[src/rtl/esc_pkg.sv]
package esc_pkg;
    typedef enum logic [1:0] {
        ST_IDLE = 2'd0,
        ST_SCAN = 2'd1,
        ST_RESP = 2'd2
    } esc_state_t;
endpackage

[src/rtl/esc_frame_store.sv]
// Per-frame reference/modify storage with access, load and scan-clear updates.
module esc_frame_store #(
    parameter int N = 8,
    localparam int IW = (N > 1) ? $clog2(N) : 1
) (
    input  logic          clk,
    input  logic          rst_n,
    input  logic          acc_valid,
    input  logic [IW-1:0] acc_idx,
    input  logic          acc_write,
    input  logic          load_valid,
    input  logic [IW-1:0] load_idx,
    input  logic          clr_en,
    input  logic [IW-1:0] clr_idx,
    output logic [N-1:0]  ref_bits,
    output logic [N-1:0]  mod_bits
);
    for (genvar i = 0; i < N; i++) begin : g_frame
        logic r_q, m_q, r_d, m_d;
        logic acc_hit, load_hit, clr_hit;

        assign acc_hit  = acc_valid  && (acc_idx  == IW'(i));
        assign load_hit = load_valid && (load_idx == IW'(i));
        assign clr_hit  = clr_en     && (clr_idx  == IW'(i));

        always_comb begin
            r_d = r_q;
            m_d = m_q;
            if (clr_hit) r_d = 1'b0;
            if (acc_hit) begin
                r_d = 1'b1;
                if (acc_write) m_d = 1'b1;
            end
            if (load_hit) begin
                r_d = 1'b1;
                m_d = 1'b0;
            end
        end

        always_ff @(posedge clk) begin
            if (!rst_n) begin
                r_q <= 1'b0;
                m_q <= 1'b0;
            end else begin
                r_q <= r_d;
                m_q <= m_d;
            end
        end

        assign ref_bits[i] = r_q;
        assign mod_bits[i] = m_q;
    end
endmodule

[src/rtl/esc_scan_ctrl.sv]
// Multi-pass scan controller: pointer, pass/lap tracking and response hold.
module esc_scan_ctrl
    import esc_pkg::*;
#(
    parameter int N = 8,
    localparam int IW = (N > 1) ? $clog2(N) : 1
) (
    input  logic          clk,
    input  logic          rst_n,
    input  logic          req,
    input  logic          resp_ack,
    input  logic [N-1:0]  ref_bits,
    input  logic [N-1:0]  mod_bits,
    output logic          clr_en,
    output logic [IW-1:0] clr_idx,
    output logic          busy,
    output logic          resp_valid,
    output logic [IW-1:0] resp_idx,
    output logic          resp_dirty
);
    esc_state_t    state_q, state_d;
    logic [IW-1:0] ptr_q, ptr_inc, step_q, idx_q;
    logic          pass_q, dirty_q, cur_ref, cur_mod, hit, lap_end;

    assign cur_ref = ref_bits[ptr_q];
    assign cur_mod = mod_bits[ptr_q];
    // pass 0 accepts class 00, pass 1 accepts class 01
    assign hit     = !cur_ref && (cur_mod == pass_q);
    assign lap_end = (step_q == IW'(N - 1));
    assign ptr_inc = (ptr_q == IW'(N - 1)) ? '0 : ptr_q + 1'b1;

    always_comb begin
        state_d = state_q;
        unique case (state_q)
            ST_IDLE: if (req)      state_d = ST_SCAN;
            ST_SCAN: if (hit)      state_d = ST_RESP;
            ST_RESP: if (resp_ack) state_d = ST_IDLE;
            default:               state_d = ST_IDLE;
        endcase
    end

    always_ff @(posedge clk) begin
        if (!rst_n) begin
            state_q <= ST_IDLE;
            ptr_q   <= '0;
            step_q  <= '0;
            pass_q  <= 1'b0;
            idx_q   <= '0;
            dirty_q <= 1'b0;
        end else begin
            state_q <= state_d;
            unique case (state_q)
                ST_IDLE: begin
                    step_q <= '0;
                    pass_q <= 1'b0;
                end
                ST_SCAN: begin
                    ptr_q <= ptr_inc;
                    if (hit) begin
                        idx_q   <= ptr_q;
                        dirty_q <= cur_mod;
                    end else if (lap_end) begin
                        step_q <= '0;
                        pass_q <= !pass_q;
                    end else begin
                        step_q <= step_q + 1'b1;
                    end
                end
                ST_RESP: ;
                default: ;
            endcase
        end
    end

    always_comb begin
        busy       = (state_q == ST_SCAN);
        resp_valid = (state_q == ST_RESP);
        resp_idx   = idx_q;
        resp_dirty = dirty_q;
        clr_en     = (state_q == ST_SCAN) && !hit;
        clr_idx    = ptr_q;
    end
endmodule

[src/rtl/esc_victim_sel.sv]
// Enhanced second-chance victim selector top.
module esc_victim_sel #(
    parameter int N = 8,
    localparam int IW = (N > 1) ? $clog2(N) : 1
) (
    input  logic          clk,
    input  logic          rst_n,
    input  logic          acc_valid,
    input  logic [IW-1:0] acc_idx,
    input  logic          acc_write,
    input  logic          load_valid,
    input  logic [IW-1:0] load_idx,
    input  logic          req,
    output logic          busy,
    output logic          resp_valid,
    output logic [IW-1:0] resp_idx,
    output logic          resp_dirty,
    input  logic          resp_ack
);
    logic [N-1:0]  ref_bits, mod_bits;
    logic          clr_en;
    logic [IW-1:0] clr_idx;

    esc_frame_store #(.N(N)) u_store (
        .clk, .rst_n, .acc_valid, .acc_idx, .acc_write,
        .load_valid, .load_idx, .clr_en, .clr_idx,
        .ref_bits, .mod_bits
    );

    esc_scan_ctrl #(.N(N)) u_ctrl (
        .clk, .rst_n, .req, .resp_ack, .ref_bits, .mod_bits,
        .clr_en, .clr_idx, .busy, .resp_valid, .resp_idx, .resp_dirty
    );
endmodule

[config.mk]
export PLATFORM = sky130hd
export DESIGN_NAME = esc_victim_sel
export DESIGN_NICKNAME = d
export VERILOG_FILES = /design/src/rtl/esc_pkg.sv /design/src/rtl/esc_frame_store.sv /design/src/rtl/esc_scan_ctrl.sv /design/src/rtl/esc_victim_sel.sv
export SDC_FILE = /design/constraint.sdc
export NUM_CORES = 1
export LEC_CHECK = 0
export BUFFER_PORTS_ARGS = -buffer_cell sky130_fd_sc_hd__buf_2
export CORE_UTILIZATION = 45
export CTS_CLUSTER_SIZE = 20
export DETAILED_ROUTE_END_ITERATION = 10
export GPL_TIMING_DRIVEN = 0
export SYNTH_ARGS = -nofsm -noshare
export SYNTH_HDL_FRONTEND = slang
export SYNTH_SLANG_ARGS = --single-unit
[constraint.sdc]
create_clock -name clk -period 2.65 [get_ports clk]
set_clock_uncertainty 0.1 [all_clocks]
set_input_delay 0.53 -clock clk [delete_from_list [all_inputs] [get_ports clk]]
set_output_delay 0.53 -clock clk [all_outputs]
set_load 0.02 [all_outputs]
Yosys cells after proc, flatten, opt, wreduce, memory -nomap -nowiden

Index checks and enable logic that the tools add are counted.

Add/subtract/negate cells: 2
Order comparisons: 1
Eq/ne operators: 30
Multiplexer cells: 39
Bitwise gates (word level): 1
Reductions and logical operators: 62

Operators by type and width:

| cell                  | count |
|---|---|
| $eq A3 B3 Y1 const B  | 13 |
| $mux W1               | 28 |
| $logic_and A1 B1 Y1   | 26 |
| $reduce_bool A3 Y1    | 8 |
| $reduce_and A2 Y1     | 10 |
| $eq A3 B2 Y1 const B  | 6 |
| $reduce_or A2 Y1      | 8 |
| $eq A3 B1 Y1 const B  | 3 |
| $logic_not A3 Y1      | 3 |
| $mux W3               | 3 |
| $add A3 B1 Y3 const B | 2 |
| $bmux W1 S3           | 2 |
| $mux W2               | 3 |
| $ne A2 B1 Y1 const B  | 3 |
| $pmux W2 S3           | 1 |
| $pmux W3 S2           | 1 |
| $reduce_and A3 Y1     | 2 |
| $lt A3 B4 Y1 const B  | 1 |
| $ne A2 B2 Y1 const B  | 2 |
| $logic_not A1 Y1      | 3 |
| $eq A2 B1 Y1 const B  | 1 |
| $eq A2 B2 Y1 const B  | 1 |
| $logic_not A2 Y1      | 1 |
| $pmux W1 S2           | 1 |
| other kinds (3)       | 3 |

Flip-flop bits (word level): 29
Bits of input ports: 13
Output and inout port bits: 6
Word-level logic and storage cells: 157

Depth between registers and ports, before layout

Gate-level depths: netlist (run 1).

Word-level depth: 10
Mapped depth: 6

By module

Synthesis (run 1) repeated with hierarchy kept, for this count alone.

Cells, all modules: 178
Area total of the unflattened synthesis: 1627.8 µm²

By module, submodules not included:

| module          | instances | cells an instance | area each (µm²) | sequential area each (µm²) |
|---|---|---|---|---|
| esc_frame_store | 1         | 98                | 850.8           | 320.3 |
| esc_scan_ctrl   | 1         | 80                | 777.0           | 260.2 |

Worst setup path after synthesis (run 1)

Ideal clock, no wire load.

Path type: flip-flop to flip-flop
From: reg u_ctrl.ptr_q[1], in the netlist u_ctrl.clr_idx[1]
To: reg u_ctrl.idx_q[0], in the netlist u_ctrl.resp_idx[0]
Library setup time: 0.072 ns
Arrival: 1.903 ns
Data required time: 2.478 ns
Slack: 0.576 ns
Cell stages (with the launch flop): 7
Path buffers: 1
Cell sequence: dfxtp_1 > buf_6 > mux4_1 > mux2i_4 > inv_2 > nor3_4 > mux2i_1

Cells in the longest elaborated chain, start to end: 5

RTL lines:

| what                                                    | RTL line                                 | text |
|---|---|---|
| start, declared                                         | esc_scan_ctrl.sv:22                      | `logic [IW-1:0] ptr_q, ptr_inc, step_q, idx_q;` |
| start signal, assigned                                  | esc_scan_ctrl.sv:58                      | `ptr_q <= ptr_inc;` |
| $bmux W1 S3, on equally long branches                   | esc_scan_ctrl.sv:26, esc_scan_ctrl.sv:25 |  |
| $mux W1, on equally long branches                       | esc_scan_ctrl.sv:26, esc_scan_ctrl.sv:25 |  |
| $eq A1 B1 Y1 / $logic_not A1 Y1 (equally long branches) | esc_scan_ctrl.sv:28                      | `assign hit = !cur_ref && (cur_mod == pass_q);` |
| $logic_and A1 B1 Y1 *                                   | esc_scan_ctrl.sv:28                      |  |
| $reduce_and A2 Y1 (no source line) *                    | -                                        |  |
| end signal, assigned                                    | esc_scan_ctrl.sv:60                      | `idx_q <= ptr_q;` |
| end, declared                                           | esc_scan_ctrl.sv:22                      |  |

Every way passes the cells marked *; elsewhere a longest branch is shown, timed or not. The select of a mux whose other input is x is not followed.
A chain may end at the register's enable or synchronous reset.

Final worst setup path (run 1)

From: reg u_ctrl.ptr_q[1], in the netlist u_ctrl.clr_idx[1]
To: reg u_ctrl.idx_q[1], in the netlist u_ctrl.resp_idx[1]

Cells in the longest elaborated chain, start to end: 5

RTL lines:

| what                                                    | RTL line |
|---|---|
| $bmux W1 S3, on equally long branches                   | esc_scan_ctrl.sv:26, esc_scan_ctrl.sv:25 |
| $mux W1, on equally long branches                       | esc_scan_ctrl.sv:26, esc_scan_ctrl.sv:25 |
| $eq A1 B1 Y1 / $logic_not A1 Y1 (equally long branches) | esc_scan_ctrl.sv:28 |
| $logic_and A1 B1 Y1                                     | esc_scan_ctrl.sv:28 |
| $reduce_and A2 Y1 (no source line)                      | - |

Several ways; a longest one is shown, not always the timed one. The select of a mux whose other input is x is not followed.

==> flow_summary.html, run 1 <==
<table>
<tr><th>Metric</th><th>Value</th></tr>
<tr><th colspan="2">STA</th></tr>
<tr><td>Fin. max-slew vios</td><td>0</td></tr>
<tr><td>Setup repair after global routing missed its margin</td><td>no</td></tr>
<tr><td>Peak Freq</td><td>425 MHz</td></tr>
<tr><td>Final critical delay including setup and external delays</td><td>2.35 ns</td></tr>
<tr><td>Endpoints failing setup</td><td>0</td></tr>
<tr><td>Max-slew headroom</td><td>0.602</td></tr>
<tr><td>Final hold slack</td><td>0.331 ns</td></tr>
<tr><td>Final worst path period share</td><td>0.888</td></tr>
<tr><td>Transition time of the tightest slew-check pin</td><td>approximately 0.60 ns</td></tr>
<tr><td>TNS Setup</td><td>0 ns</td></tr>
<tr><td>Number of failing hold endpoints at the final stage</td><td>0</td></tr>
<tr><td>Fin worst setup slack</td><td>0.297 ns</td></tr>
<tr><th colspan="2">Detailed routing</th></tr>
<tr><td>Detail Route Antenna Nets</td><td>0</td></tr>
<tr><td>First-pass iteration count of the detailed router</td><td>6</td></tr>
<tr><td>Vias after detailed routing</td><td>1443</td></tr>
<tr><td>Post-detailed-routing wire length</td><td>3790 µm</td></tr>
<tr><td>Residual DRC</td><td>0</td></tr>
<tr><td>Avg WL per Cell</td><td>15.1 µm</td></tr>
<tr><td>Iteration-0 DRC Markers</td><td>79</td></tr>
<tr><td>Via count normalized by instance count</td><td>5.75</td></tr>
<tr><th colspan="2">Worst hold path</th></tr>
<tr><td>Hold WC Path Type</td><td>input port to register</td></tr>
<tr><th colspan="2">Die</th></tr>
<tr><td>Initial standard-cell utilization of the core</td><td>0.477</td></tr>
<tr><td>Die height</td><td>just over 60 µm</td></tr>
<tr><td>Floorplan die area</td><td>3870 µm²</td></tr>
<tr><td>Number of standard-cell rows in the floorplan</td><td>21</td></tr>
<tr><td>Core area</td><td>3420 µm²</td></tr>
<tr><td>Die extent in x</td><td>62.2 µm</td></tr>
<tr><td>Top-level I/O count</td><td>19</td></tr>
<tr><th colspan="2">Pwr</th></tr>
<tr><td>Worst-case vdd ir drop</td><td>0.322 mV</td></tr>
<tr><td>Power density cells</td><td>514 nW/µm²</td></tr>
<tr><td>Leakage power</td><td>~0.00073 µW</td></tr>
<tr><td>Overall power consumption</td><td>942 µW</td></tr>
<tr><th colspan="2">Logic synthesis</th></tr>
<tr><td>Average instance area after synthesis</td><td>9.06 µm²</td></tr>
<tr><td>Post-synthesis share of cell area spent on full adders, half adders and majority gates</td><td>0.0614</td></tr>
<tr><td>Largest family of logic cells by synthesized area</td><td>compound AO/OA/AOI/OAI gates</td></tr>
<tr><td>Number of library cell types mapped by synthesis</td><td>between 40 and 50</td></tr>
<tr><td>Most frequent cell after synthesis</td><td>dfxtp_1</td></tr>
<tr><td>Fraction of registers with async set or reset after synthesis</td><td>0</td></tr>
<tr><td>Area of the mapped netlist</td><td>roughly 1600 µm²</td></tr>
<tr><td>Post-synth EDFFs</td><td>0</td></tr>
<tr><td>Main area contributors after synthesis</td><td>dfxtp_1, ha_1, nand2_1, a21oi_1, a31oi_1</td></tr>
<tr><td>Synth Register Bits</td><td>29</td></tr>
<tr><td>Commonest cells in the netlist</td><td>dfxtp_1, nand2_1, nor2_1, a21oi_1, o21ai_0</td></tr>
<tr><td>Simple-Gate Fraction of Synth Area</td><td>0.203</td></tr>
<tr><td>Synth Net Count</td><td>201</td></tr>
<tr><td>Share of the synthesized area in the top cell type</td><td>0.356</td></tr>
<tr><td>Proportion of synthesized area in mux cells</td><td>0.106</td></tr>
<tr><td>Yosys synthesis warning count</td><td>0</td></tr>
<tr><td>XOR/XNOR Fraction of Synth Area</td><td>0.0153</td></tr>
<tr><td>Seq/Total Area, Yosys</td><td>0.356</td></tr>
<tr><td>Post-Syn Instances</td><td>180</td></tr>
<tr><td>Synthesized-area fraction occupied by ao, oa, aoi and oai cells</td><td>0.207</td></tr>
<tr><td>Main flop type after synthesis</td><td>dfxtp_1</td></tr>
<tr><td>Dominant cell type by area after synthesis</td><td>dfxtp_1</td></tr>
<tr><th colspan="2">Clock tree</th></tr>
<tr><td>Root Buffer Master</td><td>clkbuf_4</td></tr>
<tr><td>CTS buffer count</td><td>5</td></tr>
<tr><td>Clock net sink count</td><td>29</td></tr>
<tr><td>Clock-pin slew of the registers on the worst-case setup and hold paths</td><td>0.09 ns</td></tr>
<tr><td>H-Tree Depth</td><td>2</td></tr>
<tr><td>TritonCTS clock tree</td><td>done</td></tr>
<tr><td>Count of buffers added by post-CTS timing repair for setup</td><td>0</td></tr>
<tr><td>CTS-repair resized insts</td><td>0</td></tr>
<tr><td># hold bufs at CTS</td><td>0</td></tr>
<tr><td>Clock Path Buffers</td><td>2</td></tr>
<tr><td>Insertion delay to the later sink of the worst-skew pair</td><td>0.32 ns</td></tr>
<tr><th colspan="2">Critical path</th></tr>
<tr><td>Worst setup path category</td><td>register to register</td></tr>
<tr><td>Endpoint arrival time on the critical path</td><td>about 2.5 ns</td></tr>
<tr><td>Critical path launch point type</td><td>register</td></tr>
<tr><td>Required time of the critical path</td><td>2.80 ns</td></tr>
<tr><td>Endpoint kind of the worst setup timing path</td><td>register</td></tr>
<tr><td>Delay of the slowest cell on the worst path</td><td>0.63 ns</td></tr>
<tr><td>Top fanout value on the critical path</td><td>10</td></tr>
<tr><td>Critical path cell sequence</td><td>buf_6 -&gt; mux4_1 -&gt; mux2i_4 -&gt; inv_2 -&gt; nor3_4 -&gt; mux2i_1</td></tr>
<tr><td>Cell with the largest stage delay on the worst path</td><td>mux4_1</td></tr>
<tr><th colspan="2">Place</th></tr>
<tr><td>Placed instance count</td><td>244</td></tr>
<tr><td>Detailed placer's ending HPWL</td><td>about 2900 µm</td></tr>
<tr><td>Pre-CTS setup slack</td><td>about 0.30 ns</td></tr>
<tr><td>Last weighted congestion value of the routability-driven placer</td><td>between 0.7 and 0.8</td></tr>
<tr><td>Port Buf Inserts</td><td>18</td></tr>
<tr><th colspan="2">Final layout</th></tr>
<tr><td>Count of filler cells inserted in the layout</td><td>around 340</td></tr>
<tr><td>Post-Layout Cell Count</td><td>251</td></tr>
<tr><td>Nets</td><td>226</td></tr>
<tr><td>Post-synthesis to final-layout area growth</td><td>12.4%</td></tr>
<tr><td>Layout cell share with drive strength beyond 1</td><td>0.180</td></tr>
<tr><td>Number of antenna repair diodes</td><td>0</td></tr>
<tr><th colspan="2">GRT</th></tr>
<tr><td>First-pass GRT wire length</td><td>roughly 6300 µm</td></tr>
<tr><td>GRT Max-Usage Layer</td><td>met2</td></tr>
<tr><td>Largest net degree at the start of global routing</td><td>11</td></tr>
<tr><td>Fraction of met1 tracks used by global routing</td><td>0.292</td></tr>
<tr><td>Via count of the first global-routing pass</td><td>roughly 1300</td></tr>
<tr><td>Met2 track utilization from global routing</td><td>0.324</td></tr>
<tr><td>All-layer global routing usage</td><td>0.213</td></tr>
<tr><td>Met3 usage in global routing</td><td>0.0607</td></tr>
<tr><td>Grt ovf</td><td>0</td></tr>
<tr><td>Antenna violations before repair</td><td>0</td></tr>
<tr><th colspan="2">Run status</th></tr>
<tr><td>Status</td><td>finished, final reports clean</td></tr>
<tr><th colspan="2">Job</th></tr>
<tr><td>Max-cap viol count</td><td>0</td></tr>
</table>
## power breakdown
group          leakage, µW  internal, µW  switching (µW)  total, µW
combinational     0.000461          78.8             119        198
clock            0.0000314           125             146        271
sequential        0.000236           457            16.2        473
total             0.000729           661             281        942
## critical path: cells and delay by family (launching register included)
| kind | cells | cell delay [ns] |
|---|---|---|
| buffers and inverters | 2 | 0.27 |
| DFF | 1 | 0.38 |
| muxes | 3 | 1.19 |
| and+or+nand+nor | 1 | 0.34 |
## layer usage
| metal | up-vias | share of wire |
|---|---|---|
| met1 | 677 | 0.49 |
| met5 | - | 0 |
| met3 | 6 | 0.051 |
| met4 | 0 | 0.011 |
| li1 | 718 | - |
| met2 | 42 | 0.45 |
## metrics by stage
stage,util,instance area [µm²]
5_1_grt,0.537,1830
2_1_floorplan,-,1630
4_1_cts,0.537,1830
3_3_place_gp,0.521,1780
3_5_place_dp,0.521,1780
6_report,0.537,1830
## final cells by class
class,instances,area (µm²),share of cell area
multi-input cells,135,966,0.527
flip-flops and latches,29,581,0.317
well taps,46,57.6,0.0314
inverters,8,30.0,0.0164
plain buffers,8,53.8,0.0294
repair buffers,18,90.1,0.0491
clock buffers,7,55.1,0.0300
## cell usage in the layout (no fill, tap or decap), types with 2 or more instances in the layout
| cell | n |
|---|---|
| a2111oi_0 | 2 |
| a211oi_1 | 2 |
| a21o_1 | 2 |
| a21oi_1 | 13 |
| a311oi_1 | 2 |
| a31oi_1 | 9 |
| a32o_1 | 2 |
| and3_1 | 2 |
| buf_2 | 19 |
| buf_6 | 3 |
| clkbuf_1 | 5 |
| clkbuf_4 | 5 |
| dfxtp_1 | 29 |
| ha_1 | 8 |
| inv_1 | 7 |
| mux2i_1 | 3 |
| mux2i_4 | 2 |
| mux4_1 | 2 |
| mux4_2 | 2 |
| nand2_1 | 19 |
| nand2b_1 | 2 |
| nand3_1 | 5 |
| nand3b_1 | 2 |
| nand4_1 | 2 |
| nor2_1 | 14 |
| nor2b_1 | 6 |
| nor3_1 | 4 |
| nor3b_1 | 5 |
| o21ai_0 | 11 |
## worst paths after layout
| kind | startpoint | to | slack [ns] | cells past startpoint |
|---|---|---|---|---|
| setup / recovery | u_ctrl.clr_idx[1]$_SDFFE_PN0P_ | u_ctrl.resp_idx[1]$_SDFFE_PN0P_ | 0.30 | 6 |
| hold / removal | req | u_ctrl.state_q[0]$_SDFFE_PN0P_ | 0.33 | 2 |
| setup reg to reg | u_ctrl.clr_idx[1]$_SDFFE_PN0P_ | u_ctrl.resp_idx[1]$_SDFFE_PN0P_ | 0.30 | 6 |
| hold reg to reg | u_ctrl.resp_idx[0]$_SDFFE_PN0P_ | u_ctrl.resp_idx[0]$_SDFFE_PN0P_ | 0.35 | 2 |
## cells by family (layout without fill, tap and decap cells)
group | count (synthesis) | count (layout)
xor gates and xnor gates | 2 | 2
buffers and inverters | 16 | 41
muxes | 9 | 9
and+or+nand+nor | 64 | 64
adders and majority gates | 8 | 8
DFF | 29 | 29
AOI/OAI and AO/OA | 52 | 52
## state kept, by name (all words and copies together), names as in the netlist
signal               flops
u_ctrl.clr_idx           3
u_ctrl.pass_q            1
u_ctrl.resp_dirty        1
u_ctrl.resp_idx          3
u_ctrl.state_q           2
u_ctrl.step_q            3
u_store.g_frame.m_q      8
u_store.g_frame.r_q      8
(Power assumes the default switching activity.)
==> run 2, diff against run 1 <==
PLACE_DENSITY = 0.65   (was not set)
clock period = 2.1 ns   (was 2.65 ns; I/O delays follow)
==> run 2 against run 1 <==
Wire length up 12%. Die area unchanged. Register-to-register slack worse by 0.33 ns. Non-clock buffer count up 15. The flow now finishes with violations (setup timing). Global-route usage up 1.9 points. Setup slack worse by 0.33 ns. Largest power group unchanged. Sequential power up 27%. Worst hold slack worse by 0.12 ns.
==> flow_summary.html, run 2 (synthesis gave the netlist of run 1 again) <==
<table>
<tr><th>Metric</th><th>Value</th></tr>
<tr><th colspan="2">Pwr</th></tr>
<tr><td>Part of the power in registers</td><td>0.487</td></tr>
<tr><td>Total internal power</td><td>~840 µW</td></tr>
<tr><td>Net switching power</td><td>just under 400 µW</td></tr>
<tr><td>Leakage power</td><td>0.000802 µW</td></tr>
<tr><td>Power density cells</td><td>617 nW/µm²</td></tr>
<tr><td>Overall power consumption</td><td>roughly 1200 µW</td></tr>
<tr><td>Worst-case vdd ir drop</td><td>0.421 mV</td></tr>
<tr><td>Power share of the clock group</td><td>0.268</td></tr>
<tr><td>Net switching fraction of the power</td><td>0.315</td></tr>
<tr><td>Share of power burned in combinational logic</td><td>0.245</td></tr>
<tr><th colspan="2">GRT</th></tr>
<tr><td>Grt ovf</td><td>0</td></tr>
<tr><td>All-layer global routing usage</td><td>0.232</td></tr>
<tr><td>Largest net degree at the start of global routing</td><td>11</td></tr>
<tr><td>Fraction of met1 tracks used by global routing</td><td>0.303</td></tr>
<tr><td>First-pass GRT wire length</td><td>6820 µm</td></tr>
<tr><td>Met2 track utilization from global routing</td><td>0.378</td></tr>
<tr><td>Via count of the first global-routing pass</td><td>1386</td></tr>
<tr><td>Met3 usage in global routing</td><td>0.0551</td></tr>
<tr><td>GRT Max-Usage Layer</td><td>met2</td></tr>
<tr><td>Antenna violations before repair</td><td>0</td></tr>
<tr><th colspan="2">Place</th></tr>
<tr><td>Port Buf Inserts</td><td>18</td></tr>
<tr><td>Last weighted congestion value of the routability-driven placer</td><td>0.854</td></tr>
<tr><td>Placed instance count</td><td>244</td></tr>
<tr><td>Detailed placer's ending HPWL</td><td>2930 µm</td></tr>
<tr><th colspan="2">STA</th></tr>
<tr><td>Transition time of the tightest slew-check pin</td><td>between 0.5 and 0.6 ns</td></tr>
<tr><td>Final critical delay including setup and external delays</td><td>2.13 ns</td></tr>
<tr><td>Final worst path period share</td><td>1.01</td></tr>
<tr><td>Setup repair after global routing missed its margin</td><td>yes</td></tr>
<tr><td>Peak Freq</td><td>470 MHz</td></tr>
<tr><td>Max-slew headroom</td><td>0.615</td></tr>
<tr><td>Endpoints failing setup</td><td>5</td></tr>
<tr><td>Fin worst setup slack</td><td>-0.0283 ns</td></tr>
<tr><td>Fin. max-slew vios</td><td>0</td></tr>
<tr><td>Number of failing hold endpoints at the final stage</td><td>0</td></tr>
<tr><th colspan="2">Die</th></tr>
<tr><td>Die extent in x</td><td>62.2 µm</td></tr>
<tr><td>Initial standard-cell utilization of the core</td><td>0.477</td></tr>
<tr><td>Core area</td><td>3420 µm²</td></tr>
<tr><td>Floorplan die area</td><td>between 3000 and 4000 µm²</td></tr>
<tr><td>Number of standard-cell rows in the floorplan</td><td>21</td></tr>
<tr><td>Die height</td><td>between 60 and 70 µm</td></tr>
<tr><td>Top-level I/O count</td><td>19</td></tr>
<tr><th colspan="2">Worst hold path</th></tr>
<tr><td>Hold Crit Depth</td><td>2</td></tr>
<tr><td>Hold WC Path Type</td><td>input port to register</td></tr>
<tr><td>Worst Min Path Start</td><td>req</td></tr>
<tr><td>End point of the most critical hold path</td><td>u_ctrl.state_q[0]$_SDFFE_PN0P_</td></tr>
<tr><th colspan="2">Job</th></tr>
<tr><td>Max-cap viol count</td><td>0</td></tr>
<tr><th colspan="2">Detailed routing</th></tr>
<tr><td>Iteration-0 DRC Markers</td><td>95</td></tr>
<tr><td>Via count normalized by instance count</td><td>5.63</td></tr>
<tr><td>Post-detailed-routing wire length</td><td>4230 µm</td></tr>
<tr><td>Vias after detailed routing</td><td>roughly 1500</td></tr>
<tr><td>Residual DRC</td><td>0</td></tr>
<tr><td>Detail Route Antenna Nets</td><td>0</td></tr>
<tr><td>Avg WL per Cell</td><td>15.8 µm</td></tr>
<tr><td>First-pass iteration count of the detailed router</td><td>4</td></tr>
<tr><th colspan="2">Critical path</th></tr>
<tr><td>Critical path launch point type</td><td>register</td></tr>
<tr><td>Source of the worst register-to-register timing path</td><td>u_ctrl.clr_idx[1]$_SDFFE_PN0P_</td></tr>
<tr><td>Cell with the largest stage delay on the worst path</td><td>mux4_2</td></tr>
<tr><td>R2r setup slk</td><td>-0.03 ns</td></tr>
<tr><td>Top fanout value on the critical path</td><td>7</td></tr>
<tr><td>Path length in cells of the critical path</td><td>7</td></tr>
<tr><td>Endpoint arrival time on the critical path</td><td>roughly 2.3 ns</td></tr>
<tr><td>Critical path cell sequence</td><td>buf_6 -&gt; mux4_2 -&gt; mux2i_4 -&gt; xor2_4 -&gt; buf_4 -&gt; nand3_2 -&gt; o211ai_1</td></tr>
<tr><td>Worst setup path category</td><td>register to register</td></tr>
<tr><td>Reg2Reg Capture Point</td><td>u_ctrl.step_q[2]$_SDFFE_PN0P_</td></tr>
<tr><td>Delay of the slowest cell on the worst path</td><td>0.53 ns</td></tr>
<tr><td>WP buf/inv</td><td>2</td></tr>
<tr><td>Endpoint kind of the worst setup timing path</td><td>register</td></tr>
<tr><td>Cell count of the worst reg-to-reg path</td><td>7</td></tr>
<tr><td>Required time of the critical path</td><td>~2.3 ns</td></tr>
<tr><td>Category of cells accounting for the largest share of critical-path delay</td><td>multiplexers</td></tr>
<tr><th colspan="2">Run status</th></tr>
<tr><td>Status</td><td>finished with violations</td></tr>
<tr><td>Violated checks</td><td>setup timing</td></tr>
<tr><th colspan="2">Clock tree</th></tr>
<tr><td>Clock-pin slew of the registers on the worst-case setup and hold paths</td><td>0.10 ns</td></tr>
<tr><td># hold bufs at CTS</td><td>0</td></tr>
<tr><td>CTS buffer count</td><td>5</td></tr>
<tr><td>Insertion delay to the later sink of the worst-skew pair</td><td>between 0.3 and 0.4 ns</td></tr>
<tr><td>H-Tree Depth</td><td>2</td></tr>
<tr><td>Clock Path Buffers</td><td>2</td></tr>
<tr><td>Root Buffer Master</td><td>clkbuf_4</td></tr>
<tr><td>Clock net sink count</td><td>29</td></tr>
<tr><td>TritonCTS clock tree</td><td>done</td></tr>
<tr><th colspan="2">Final layout</th></tr>
<tr><td>Most frequent standard cell in the layout excluding fill and tap cells</td><td>dfxtp_1</td></tr>
<tr><td>Nets</td><td>about 240</td></tr>
<tr><td>Biggest registers after layout</td><td>u_store.g_frame.m_q: 8 flops, u_store.g_frame.r_q: 8 flops</td></tr>
<tr><td>Total area of sequential cells</td><td>roughly 600 µm²</td></tr>
<tr><td>Layout cell share with drive strength beyond 1</td><td>0.276</td></tr>
<tr><td>Multi-input combinational cell area</td><td>1010 µm²</td></tr>
<tr><td>Number of antenna repair diodes</td><td>0</td></tr>
<tr><td>Post-Layout Cell Count</td><td>267</td></tr>
<tr><td>Post-synthesis to final-layout area growth</td><td>22.3%</td></tr>
<tr><td>Most used cells in the layout excluding fill and tap cells</td><td>dfxtp_1, buf_2, nand2_1</td></tr>
<tr><td>Count of filler cells inserted in the layout</td><td>318</td></tr>
</table>
run 2: worst max-delay path by stage:
stage | from | end | slack [ns]
2_1_floorplan | u_ctrl.clr_idx[1]$_SDFFE_PN0P_ | u_ctrl.resp_idx[0]$_SDFFE_PN0P_ | 0.03
3_3_place_gp | u_ctrl.clr_idx[1]$_SDFFE_PN0P_ | u_ctrl.resp_idx[1]$_SDFFE_PN0P_ | -0.18
3_5_place_dp | u_ctrl.clr_idx[1]$_SDFFE_PN0P_ | u_ctrl.resp_idx[2]$_SDFFE_PN0P_ | -0.26
4_1_cts | u_ctrl.clr_idx[1]$_SDFFE_PN0P_ | u_ctrl.resp_idx[2]$_SDFFE_PN0P_ | -0.02
5_1_grt | u_ctrl.clr_idx[1]$_SDFFE_PN0P_ | u_ctrl.step_q[1]$_SDFFE_PN0P_ | -0.17
6_report | u_ctrl.clr_idx[1]$_SDFFE_PN0P_ | u_ctrl.step_q[2]$_SDFFE_PN0P_ | -0.03
run 2: power groups by stage:
| stage | registers [µW] | logic, µW | clock network (µW) |
|---|---|---|---|
| finish | 599 | 302 | 330 |
| global route | 603 | 327 | 361 |
| CTS | 597 | 280 | 331 |
| detailed placement | 611 | 249 | 0 |
| global placement | 609 | 243 | 0 |
| floorplan | 609 | 174 | 0 |
run 2: what timing repair did:
item,in CTS,in global routing
pin swaps,6,8
setup buffers,9,6
hold endpoints to repair,0,0
resized for setup,10,6
endpoints found under the setup margin,17,18
run 2: cell type report:
cell class,instances,share of cell area
Clock buffer,8,0.0245
Sequential cell,29,0.292
Inverter,8,0.0151
Timing Repair Buffer,33,0.105
Tap cell,46,0.0289
Multi-Input combinational cell,135,0.507
Buffer,8,0.0270
run 2: metrics by stage:
step                cell area (µm²)  setup slack [ns]  setup TNS [ns]  hold slack [ns]  utilization
floorplan                      1630            0.0257               0            0.339            -
global placement               1780            -0.185           -1.71            0.344        0.521
detailed placement             1780            -0.264           -2.42            0.355        0.521
CTS                            1940           -0.0195         -0.0441            0.209        0.568
global route                   1990            -0.166           -1.80            0.211        0.584
finish                         1990           -0.0283         -0.0857            0.207        0.584
run 2: per-layer routing:
layer,wire length [µm],share of wire
met1,1990,0.47
met2,1970,0.47
met3,188,0.044
met4,84,0.020
met5,0,0
==> run 3, diff against run 2 <==
RECOVER_POWER = 100   (was not set)
==> run 3 against run 2 <==
The flow still finishes with violations (setup timing). Clock power is essentially flat. Setup slack lost 0.0064 ns. Power shrank 0.43%. Sequential power is essentially flat. Register-to-register slack is essentially flat.
==> flow_summary.html, run 3 (synthesis gave the netlist of run 1 again) <==
<table>
<tr><th>Metric</th><th>Value</th></tr>
<tr><th colspan="2">Run status</th></tr>
<tr><td>Status</td><td>finished with violations</td></tr>
<tr><td>Violated checks</td><td>setup timing</td></tr>
<tr><th colspan="2">Detailed routing</th></tr>
<tr><td>First-pass iteration count of the detailed router</td><td>4</td></tr>
<tr><td>Residual DRC</td><td>0</td></tr>
<tr><td>Post-detailed-routing wire length</td><td>between 4000 and 5000 µm</td></tr>
<tr><td>Detail Route Antenna Nets</td><td>0</td></tr>
<tr><td>Vias after detailed routing</td><td>1499</td></tr>
<tr><td>Via count normalized by instance count</td><td>5.61</td></tr>
<tr><td>Avg WL per Cell</td><td>15.9 µm</td></tr>
<tr><td>Iteration-0 DRC Markers</td><td>104</td></tr>
<tr><th colspan="2">Final layout</th></tr>
<tr><td>Multi-input combinational cell area</td><td>1010 µm²</td></tr>
<tr><td>Number of antenna repair diodes</td><td>0</td></tr>
<tr><td>Layout cell share with drive strength beyond 1</td><td>0.235</td></tr>
<tr><td>Total area of sequential cells</td><td>583 µm²</td></tr>
<tr><td>Post-route design area</td><td>1980 µm²</td></tr>
<tr><td>Post-synthesis to final-layout area growth</td><td>21.5%</td></tr>
<tr><td>Most frequent standard cell in the layout excluding fill and tap cells</td><td>dfxtp_1</td></tr>
<tr><td>Biggest registers after layout</td><td>u_store.g_frame.m_q: 8 flops, u_store.g_frame.r_q: 8 flops</td></tr>
<tr><td>Nets</td><td>241</td></tr>
<tr><td>Count of filler cells inserted in the layout</td><td>roughly 320</td></tr>
<tr><td>Most used cells in the layout excluding fill and tap cells</td><td>dfxtp_1, nand2_1, clkbuf_1</td></tr>
<tr><th colspan="2">Die</th></tr>
<tr><td>Core area</td><td>3420 µm²</td></tr>
<tr><td>Number of standard-cell rows in the floorplan</td><td>21</td></tr>
<tr><td>Die height</td><td>62.2 µm</td></tr>
<tr><td>Floorplan die area</td><td>3870 µm²</td></tr>
<tr><td>Die extent in x</td><td>62.2 µm</td></tr>
<tr><td>Initial standard-cell utilization of the core</td><td>0.477</td></tr>
<tr><td>Top-level I/O count</td><td>19</td></tr>
<tr><th colspan="2">STA</th></tr>
<tr><td>Max-slew headroom</td><td>0.618</td></tr>
<tr><td>Setup repair after global routing missed its margin</td><td>yes</td></tr>
<tr><td>Transition time of the tightest slew-check pin</td><td>0.573 ns</td></tr>
<tr><td>Final worst path period share</td><td>1.02</td></tr>
<tr><td>Endpoints failing setup</td><td>5</td></tr>
<tr><td>Fin worst setup slack</td><td>-0.0347 ns</td></tr>
<tr><td>Peak Freq</td><td>between 400 and 500 MHz</td></tr>
<tr><td>TNS Setup</td><td>-0.109 ns</td></tr>
<tr><td>Number of failing hold endpoints at the final stage</td><td>0</td></tr>
<tr><td>Fin. max-slew vios</td><td>0</td></tr>
<tr><td>Final critical delay including setup and external delays</td><td>2.13 ns</td></tr>
<tr><th colspan="2">GRT</th></tr>
<tr><td>Via count of the first global-routing pass</td><td>1386</td></tr>
<tr><td>Met3 usage in global routing</td><td>0.0551</td></tr>
<tr><td>Largest net degree at the start of global routing</td><td>11</td></tr>
<tr><td>GRT Max-Usage Layer</td><td>met2</td></tr>
<tr><td>Met2 track utilization from global routing</td><td>0.378</td></tr>
<tr><td>All-layer global routing usage</td><td>0.232</td></tr>
<tr><td>Fraction of met1 tracks used by global routing</td><td>0.303</td></tr>
<tr><td>Antenna violations before repair</td><td>0</td></tr>
<tr><td>Grt ovf</td><td>0</td></tr>
<tr><td>First-pass GRT wire length</td><td>6820 µm</td></tr>
<tr><th colspan="2">Place</th></tr>
<tr><td>Detailed placer's ending HPWL</td><td>slightly below 3000 µm</td></tr>
<tr><td>Last weighted congestion value of the routability-driven placer</td><td>0.854</td></tr>
<tr><td>Pre-CTS setup slack</td><td>-0.264 ns</td></tr>
<tr><td>Port Buf Inserts</td><td>18</td></tr>
<tr><td>Post-DP Area</td><td>1780 µm²</td></tr>
<tr><th colspan="2">Pwr</th></tr>
<tr><td>Worst-case vdd ir drop</td><td>around 0.42 mV</td></tr>
<tr><td>Power density cells</td><td>619 nW/µm²</td></tr>
<tr><td>Leakage power</td><td>0.000768 µW</td></tr>
<tr><th colspan="2">Critical path</th></tr>
<tr><td>Endpoint kind of the worst setup timing path</td><td>register</td></tr>
<tr><td>Critical path launch point type</td><td>register</td></tr>
<tr><td>Delay of the slowest cell on the worst path</td><td>0.53 ns</td></tr>
<tr><td>Top fanout value on the critical path</td><td>7</td></tr>
<tr><td>Required time of the critical path</td><td>2.26 ns</td></tr>
<tr><td>Endpoint arrival time on the critical path</td><td>2.29 ns</td></tr>
<tr><td>Cell with the largest stage delay on the worst path</td><td>mux4_2</td></tr>
<tr><td>Worst setup path category</td><td>register to register</td></tr>
<tr><td>Critical path cell sequence</td><td>buf_6 -&gt; mux4_2 -&gt; mux2i_4 -&gt; xor2_4 -&gt; buf_4 -&gt; nand3_2 -&gt; o211ai_1</td></tr>
<tr><th colspan="2">Clock tree</th></tr>
<tr><td># hold bufs at CTS</td><td>0</td></tr>
<tr><td>Clock-pin slew of the registers on the worst-case setup and hold paths</td><td>approximately 0.09 ns</td></tr>
<tr><td>Clock Path Buffers</td><td>2</td></tr>
<tr><td>H-Tree Depth</td><td>2</td></tr>
<tr><td>Clock net sink count</td><td>29</td></tr>
<tr><td>Root Buffer Master</td><td>clkbuf_4</td></tr>
<tr><td>CTS buffer count</td><td>5</td></tr>
<tr><td>Insertion delay to the later sink of the worst-skew pair</td><td>0.33 ns</td></tr>
<tr><td>TritonCTS clock tree</td><td>done</td></tr>
<tr><th colspan="2">Worst hold path</th></tr>
<tr><td>Hold WC Path Type</td><td>input port to register</td></tr>
<tr><th colspan="2">Job</th></tr>
<tr><td>Max-cap viol count</td><td>0</td></tr>
</table>
## run 3: cell count changes in the layout (fill, tap and decap cells not counted)
cell | before | now
clkbuf_1 | 7 | 16
buf_2 | 19 | 11
buf_4 | 13 | 12
## run 3: metal layers
metal	vias to the layer above	share of wire
li1	746	-
met1	695	0.46
met2	52	0.47
met3	6	0.059
met4	0	0.012
met5	-	0
## run 3: final cells by class
type | count | share of cell area
Sequential cell | 29 | 0.294
Timing Repair Buffer | 33 | 0.0992
Inverter | 8 | 0.0152
Clock buffer | 8 | 0.0246
Multi-Input combinational cell | 135 | 0.510
Buffer | 8 | 0.0272
Tap cell | 46 | 0.0291
## run 3: worst paths after layout
check                                                        to                            start  cells past startpoint  slack [ns]
worst min register to register  u_ctrl.resp_idx[0]$_SDFFE_PN0P_  u_ctrl.resp_idx[0]$_SDFFE_PN0P_                      2        0.36
worst min-delay path             u_ctrl.state_q[0]$_SDFFE_PN0P_                              req                      2        0.21
worst max-delay path              u_ctrl.step_q[2]$_SDFFE_PN0P_   u_ctrl.clr_idx[1]$_SDFFE_PN0P_                      7       -0.03
worst max register to register    u_ctrl.step_q[2]$_SDFFE_PN0P_   u_ctrl.clr_idx[1]$_SDFFE_PN0P_                      7       -0.03
## run 3: worst max-delay path: cells and delay by family (launching register included)
| family | cells | cell delay, ns |
|---|---|---|
| AND/OR/NAND/NOR | 1 | 0.06 |
| flip-flops | 1 | 0.34 |
| AO/OA/AOI/OAI | 1 | 0.08 |
| buffers and inverters | 2 | 0.30 |
| multiplexers | 2 | 0.82 |
| XOR/XNOR | 1 | 0.35 |
## run 3: what timing repair did
| item | 4_1_cts | 5_1_grt |
|---|---|---|
| pin swaps | 6 | 8 |
| gates resized for setup | 10 | 6 |
| endpoints found under the setup margin | 17 | 18 |
| setup buffers | 9 | 6 |
| endpoints found under the hold margin | 0 | 0 |
## run 3: power breakdown
group | total [µW] | switching [µW] | internal (µW)
registers | 600 | 22.0 | 578
logic | 297 | 170 | 127
clock network | 328 | 195 | 133
total | 1230 | 387 | 838
## run 3: metrics by stage
step	power [µW]	util	hold WS, ns	instances
finish	1230	0.580	0.211	267
CTS	1210	0.568	0.209	261
floorplan	783	-	0.339	180
detailed placement	859	0.521	0.355	244
global placement	852	0.521	0.344	244
global route	1290	0.580	0.211	267
